**src/rtl/irq_router_pkg.sv**
```systemverilog
package irq_router_pkg;

    localparam int DATA_W = 32;
    localparam int IDX_W  = 8;

    // window indices
    localparam logic [IDX_W-1:0] IDX_UNIT_ID = 8'h00;
    localparam logic [IDX_W-1:0] IDX_VERSION = 8'h01;
    localparam logic [IDX_W-1:0] IDX_TABLE   = 8'h10;

    localparam logic [7:0] VERSION_CODE = 8'h11;

    typedef struct packed {
        logic [7:0] dest;
        logic       mask;
        logic       level;
        logic [7:0] vector;
    } route_t;

    localparam route_t ROUTE_RESET = '{dest: 8'h00, mask: 1'b1, level: 1'b0, vector: 8'h00};

    typedef struct packed {
        logic       level;
        logic [7:0] dest;
        logic [7:0] vector;
    } msg_t;

    function automatic logic [DATA_W-1:0] route_low(route_t e);
        return {15'b0, e.mask, e.level, 7'b0, e.vector};
    endfunction

    function automatic logic [DATA_W-1:0] route_high(route_t e);
        return {e.dest, 24'b0};
    endfunction

    function automatic logic [IDX_W-1:0] low_index(int n);
        return IDX_W'(int'(IDX_TABLE) + 2 * n);
    endfunction

endpackage

```
**src/rtl/irq_router_regs.sv**
```systemverilog
module irq_router_regs
    import irq_router_pkg::*;
#(
    parameter int NUM_ENT = 24,
    parameter int ADDR_W  = 5
) (
    input  logic              clk,
    input  logic              rst,
    input  logic              bus_wr,
    input  logic [ADDR_W-1:0] bus_addr,
    input  logic [DATA_W-1:0] bus_wdata,
    output logic [DATA_W-1:0] bus_rdata,
    output route_t            tbl_o [NUM_ENT]
);

    localparam logic [ADDR_W-1:0] OFF_INDEX  = ADDR_W'(0);
    localparam logic [ADDR_W-1:0] OFF_WINDOW = ADDR_W'(16);
    localparam logic [7:0]        LAST_ENT   = 8'(NUM_ENT - 1);

    logic [IDX_W-1:0] idx_q;
    logic [7:0]       unit_id_q;
    logic             idx_wr;
    logic             win_wr;
    route_t           tbl [NUM_ENT];
    logic             unused_bits;

    assign idx_wr      = bus_wr && (bus_addr == OFF_INDEX);
    assign win_wr      = bus_wr && (bus_addr == OFF_WINDOW);
    assign unused_bits = ^{bus_wdata[14:8], bus_wdata[23:17]};

    always_ff @(posedge clk) begin
        if (rst) begin
            idx_q     <= '0;
            unit_id_q <= '0;
        end else begin
            if (idx_wr)
                idx_q <= bus_wdata[IDX_W-1:0];
            if (win_wr && idx_q == IDX_UNIT_ID)
                unit_id_q <= bus_wdata[31:24];
        end
    end

    for (genvar e = 0; e < NUM_ENT; e++) begin : g_ent
        localparam logic [IDX_W-1:0] LO_IDX = low_index(e);
        localparam logic [IDX_W-1:0] HI_IDX = LO_IDX + 1'b1;
        route_t ent_q;

        always_ff @(posedge clk) begin
            if (rst) begin
                ent_q <= ROUTE_RESET;
            end else if (win_wr && idx_q == LO_IDX) begin
                ent_q.vector <= bus_wdata[7:0];
                ent_q.level  <= bus_wdata[15];
                ent_q.mask   <= bus_wdata[16];
            end else if (win_wr && idx_q == HI_IDX) begin
                ent_q.dest <= bus_wdata[31:24];
            end
        end

        assign tbl[e] = ent_q;
    end

    assign tbl_o = tbl;

    logic [DATA_W-1:0] win_data;

    always_comb begin
        win_data = '0;
        if (idx_q == IDX_UNIT_ID)
            win_data = {unit_id_q, 24'b0};
        else if (idx_q == IDX_VERSION)
            win_data = {8'b0, LAST_ENT, 8'b0, VERSION_CODE};
        for (int e = 0; e < NUM_ENT; e++) begin
            if (idx_q == low_index(e))
                win_data = route_low(tbl[e]);
            else if (idx_q == low_index(e) + 1'b1)
                win_data = route_high(tbl[e]);
        end
    end

    always_comb begin
        if (bus_addr == OFF_INDEX)
            bus_rdata = {{(DATA_W-IDX_W){1'b0}}, idx_q};
        else if (bus_addr == OFF_WINDOW)
            bus_rdata = win_data;
        else
            bus_rdata = '0;
    end


    index_hold_chk: assert property (@(posedge clk) disable iff (rst)
        !idx_wr |=> $stable(idx_q));

endmodule

```
**src/rtl/irq_router_src.sv**
```systemverilog
module irq_router_src #(
    parameter int NUM_ENT = 24
) (
    input  logic               clk,
    input  logic               rst,
    input  logic [NUM_ENT-1:0] irq_in,
    input  logic [NUM_ENT-1:0] mask,
    input  logic [NUM_ENT-1:0] level,
    input  logic [NUM_ENT-1:0] grant,
    output logic [NUM_ENT-1:0] req
);

    logic [NUM_ENT-1:0] irq_q;
    logic [NUM_ENT-1:0] rise;
    logic [NUM_ENT-1:0] pend_q;

    assign rise = irq_in & ~irq_q;

    always_ff @(posedge clk) begin
        if (rst) begin
            irq_q  <= '0;
            pend_q <= '0;
        end else begin
            irq_q  <= irq_in;
            pend_q <= ((pend_q & ~grant) | rise) & ~mask & ~level;
        end
    end

    assign req = (pend_q | (irq_q & level)) & ~mask;

    for (genvar i = 0; i < NUM_ENT; i++) begin : g_chk

        edge_pend_chk: assert property (@(posedge clk) disable iff (rst)
            (!level[i] && !pend_q[i] && !rise[i]) |=> !pend_q[i]);
    end

endmodule

```
**src/rtl/irq_router_arb.sv**
```systemverilog
module irq_router_arb #(
    parameter int NUM_ENT = 24,
    parameter int ENT_W   = (NUM_ENT > 1) ? $clog2(NUM_ENT) : 1
) (
    input  logic               clk,
    input  logic               rst,
    input  logic [NUM_ENT-1:0] req,
    output logic [NUM_ENT-1:0] grant,
    output logic [ENT_W-1:0]   sel,
    output logic               any
);

    logic [NUM_ENT-1:0] lower_busy;

    // lower_busy[i]: some entry below i is requesting
    assign lower_busy[0] = 1'b0;
    for (genvar i = 1; i < NUM_ENT; i++) begin : g_chain
        assign lower_busy[i] = lower_busy[i-1] | req[i-1];
    end

    assign grant = req & ~lower_busy;
    assign any   = |req;

    always_comb begin
        sel = '0;
        for (int i = 0; i < NUM_ENT; i++)
            if (grant[i])
                sel = ENT_W'(i);
    end


    grant_onehot_chk: assert property (@(posedge clk) disable iff (rst)
        $onehot0(grant));


    grant_subset_chk: assert property (@(posedge clk) disable iff (rst)
        (grant & ~req) == '0);

endmodule

```
**src/rtl/irq_router.sv**
```systemverilog
module irq_router
    import irq_router_pkg::*;
#(
    parameter int NUM_ENT = 24,
    parameter int ADDR_W  = 5
) (
    input  logic               clk,
    input  logic               rst,
    input  logic               bus_wr,
    input  logic [ADDR_W-1:0]  bus_addr,
    input  logic [31:0]        bus_wdata,
    output logic [31:0]        bus_rdata,
    input  logic [NUM_ENT-1:0] irq_in,
    output logic               msg_valid,
    output logic [7:0]         msg_vector,
    output logic [7:0]         msg_dest,
    output logic               msg_level
);

    localparam int ENT_W = (NUM_ENT > 1) ? $clog2(NUM_ENT) : 1;

    route_t             tbl [NUM_ENT];
    logic [NUM_ENT-1:0] mask_v;
    logic [NUM_ENT-1:0] level_v;
    logic [NUM_ENT-1:0] req_v;
    logic [NUM_ENT-1:0] grant_v;
    logic [ENT_W-1:0]   sel;
    logic               any;
    msg_t               msg_q;
    logic               valid_q;

    irq_router_regs #(.NUM_ENT(NUM_ENT), .ADDR_W(ADDR_W)) u_regs (
        .clk      (clk),
        .rst      (rst),
        .bus_wr   (bus_wr),
        .bus_addr (bus_addr),
        .bus_wdata(bus_wdata),
        .bus_rdata(bus_rdata),
        .tbl_o    (tbl)
    );

    for (genvar e = 0; e < NUM_ENT; e++) begin : g_flat
        assign mask_v[e]  = tbl[e].mask;
        assign level_v[e] = tbl[e].level;
    end

    irq_router_src #(.NUM_ENT(NUM_ENT)) u_src (
        .clk   (clk),
        .rst   (rst),
        .irq_in(irq_in),
        .mask  (mask_v),
        .level (level_v),
        .grant (grant_v),
        .req   (req_v)
    );

    irq_router_arb #(.NUM_ENT(NUM_ENT), .ENT_W(ENT_W)) u_arb (
        .clk  (clk),
        .rst  (rst),
        .req  (req_v),
        .grant(grant_v),
        .sel  (sel),
        .any  (any)
    );

    always_ff @(posedge clk) begin
        if (rst) begin
            valid_q <= 1'b0;
            msg_q   <= '0;
        end else begin
            valid_q <= any;
            if (any)
                msg_q <= '{level: tbl[sel].level, dest: tbl[sel].dest, vector: tbl[sel].vector};
        end
    end

    assign msg_valid  = valid_q;
    assign msg_vector = msg_q.vector;
    assign msg_dest   = msg_q.dest;
    assign msg_level  = msg_q.level;


    msg_follow_chk: assert property (@(posedge clk) disable iff (rst)
        any |=> msg_valid);


    msg_idle_chk: assert property (@(posedge clk) disable iff (rst)
        !any |=> !msg_valid);


    masked_quiet_chk: assert property (@(posedge clk) disable iff (rst)
        msg_valid |-> $past((req_v & mask_v) == '0));

endmodule

```
**config.mk**
```make
export PLATFORM = sky130hd
export DESIGN_NAME = irq_router
export DESIGN_NICKNAME = d
export VERILOG_FILES = /design/src/rtl/irq_router_pkg.sv /design/src/rtl/irq_router_regs.sv /design/src/rtl/irq_router_src.sv /design/src/rtl/irq_router_arb.sv /design/src/rtl/irq_router.sv
export SDC_FILE = /design/constraint.sdc
export NUM_CORES = 2
export LEC_CHECK = 0
export BUFFER_PORTS_ARGS = -buffer_cell sky130_fd_sc_hd__buf_2
export CORE_AREA = 3 3 296 298
export CTS_CLUSTER_SIZE = 20
export DETAILED_ROUTE_END_ITERATION = 8
export DIE_AREA = 0 0 299 301
export GPL_ROUTABILITY_DRIVEN = 1
export PLACE_DENSITY = 0.44
export SLEW_MARGIN = 5
export SYNTH_ARGS = -nofsm -noshare
export SYNTH_HDL_FRONTEND = slang
export SYNTH_SLANG_ARGS = --single-unit
```
**constraint.sdc**
```tcl
create_clock -name clk -period 8.94 [get_ports clk]
set_input_delay 1.788 -clock clk [delete_from_list [all_inputs] [get_ports clk]]
set_output_delay 1.788 -clock clk [all_outputs]
set_load 0.01 [all_outputs]
```
==> impl_results.md <==
- Critical Path End Type: primary output
- Max-Cap Viols: 0
- Endpoints failing setup: 0
- GP Congestion: 0.887
- GRT Total Usage: 24.9%
- First DRT Iteration DRCs: 2,948
- Hold WS: 0.443 ns
- #FFs+latches synth: 514
- Die Span Y: 301 um
- Htree depth: 2
- Row Count: 107
- Normalized max-slew margin: 13.7%
- Initial Util: 29.9%
- Resized cells post-CTS: 0
- Reg clk slew, reported paths: 0.06 ns
- Kind of critical path: flip-flop to primary output
- Final HPWL from detailed placement: 82,300 um
- Worst-margin pin slew: 1.28 ns
- GR Overflow Total: 0
- Worst setup SP type: flip-flop
- I/O pins: 114
- Status: complete, no violations
- Number of port buffers: 88
- Vias per cell: 5.61
- Nets: 3,448
- Die area: 90,000 um^2
- Antenna Nets Post-Route: 0
- YS warnings: 0
- Setup Fix Bufs, Post-CTS: 0
- Wl on met1: 54,000 um
- Hold_sp: u_src.irq_q[0]
- CTS hold repair buffers: 0
- Final Skew: 0.0195 ns
- Final WL: 116,000 um
- TritonRoute pass-1 iters: 6
- Setup TNS: 0 ns
- Largest net degree at the start of global routing: 116
- Post-synth EDFFs: 0
- Met2 routed WL: 49,400 um
- Cells after Synth: 3,364
- Mapped Area: 25,500 um^2
- CTS max path bufs: 3
- N_diodes: 0
- Top cells by count, synth: 1,102 x nand2_1, 514 x dfxtp_1, 489 x a21oi_1, 163 x mux2i_1, 161 x clkbuf_1
- Req. time, crit path: 7.15 ns
- Avg Cell Area, Syn: 7.57 um^2
- Vias in the first global route: 23,765
- Ys async rst share: 0%
- Top cells by area, synth: dfxtp_1 40%, nand2_1 16%, a21oi_1 9.6%
- Cell Pwr Density: 170 nW/um^2
- Core Box Area: 85,100 um^2
- Total CTS buffers: 59
- Die X: 299 um
- DR WL met3: 9540 um
- R2r startpoint: u_regs.tbl_o[333]
- Pleak: 9.59 nW
- Synth Flop Type: dfxtp_1
- DR top layer: met5
- Share of cells above drive strength 1: 9.67%
- Critical-path maximum fanout: 21
- Vias: 25,674
- Unrepaired setup endpoints after global routing: false
- Worst vdd ir: 0.000124 V
- Worst-Skew Late Latency: 0.64 ns
- Arrival time at the worst endpoint: 4.72 ns
- Cell with the most instances after synthesis: nand2_1
- Area Growth Syn to Fin: 14.1%
- CTS Root Cell: clkbuf_16
- Finished Core Util: 34.1%
- Dominant cell type by area after synthesis: dfxtp_1
- Global-route wire length before repair: 169,000 um
- Count of final hold-check violations: 0
- DRC viols: 0
- F_max: 0.154 GHz
- TritonCTS clock tree: done
- Crit share post-route: 72.8%
- DR WL/cell: 25.3 um
- Seq/Total Area, Yosys: 40.4%
- Initial antenna violation count: 6
- Count of cell types in the netlist: 74
- Slew Viols, Final: 0
- Pwr Total: 4.94 mW
- Final Critical Period: 6.51 ns
- CP Launch Point: u_regs.idx_q[3]
- CTS sink count: 514
- Worst hold-check path type: flip-flop to flip-flop
- Top-area cell type share of the netlist area: 40.4%
cell type report:
type / count / area (um^2)
multi-input combinational: 2613 / 14100
sequential: 514 / 10300
fill: 9147 / 56100
tap: 1144 / 1430
clock inverter: 17 / 139
inverter: 11 / 41.3
timing repair buffer: 185 / 1180
clock buffer: 93 / 1850
kinds of logic after synthesis:
kind of cell	count (synthesis)	synth area share, %
and+or+nand+nor	1551	25.9
other	1	0.0147
muxes	185	8.16
DFF	514	40.4
AOI/OAI and AO/OA	866	21.1
buffers and inverters	247	4.44
metrics by stage:
step | area, um^2 | std cells | setup WS, ns
finish | 29100 | 4577 | 2.43
global route | 29100 | 4577 | 2.35
CTS | 29100 | 4577 | 2.59
detailed placement | 27100 | 4467 | 3.27
global placement | 27100 | 4467 | 3.29
floorplan | 25500 | 3374 | 3.50
placed cells by master, fill, tap and decap left out, drive strengths merged, types with 18 or more instances in the layout:
cell and n:
a22o 31, a22oi 113, nand2 1103, o22ai 21
a21oi 492, nor3 55, dfxtp 514, o21ai 32
mux2i 163, buf 185, nand3 83, nor2 111
nor2b 46, a31oi 28, clkbuf 93, nor4 28
a221oi 37, and3 18, nand4 36
critical path, stage by stage, from the launching register on:
cell,delay [ns]
dfxtp_1,1.07
nand4_1,0.70
nor2_1,1.00
a22oi_1,0.33
nand4_1,0.22
nor3_1,0.08
o21ai_0,0.44
buf_2,0.23
registers in the layout, indices dropped and copies added, names as in the netlist:
name              cells
u_regs.tbl_o        432
u_src.irq_q          24
u_src.pend_q         24
msg_dest              8
msg_vector            8
u_regs.idx_q          8
u_regs.unit_id_q      8
msg_level             1
msg_valid             1
worst paths after layout:
path,cells after the start,slack (ns),end
max reg2reg,9,4.10,msg_dest[1]
max,7,2.43,bus_rdata[30]
min,1,0.44,u_src.pend_q[0]
min reg2reg,1,0.44,u_src.pend_q[0]
report_power, final:
group | internal [mW] | leakage, nW | switching [mW] | total (mW)
logic | 0.0254 | 4.45 | 0.112 | 0.137
registers | 2.30 | 4.15 | 0.00427 | 2.30
clock network | 1.46 | 0.997 | 1.04 | 2.50
metal layers:
layer,up-vias,GRT usage (%)
met1,12571,36.6
met5,-,0
li1,11906,-
met3,150,4.74
met4,2,6.51
met2,1045,37.1
No activity file was read; power rests on OpenSTA's default activity.
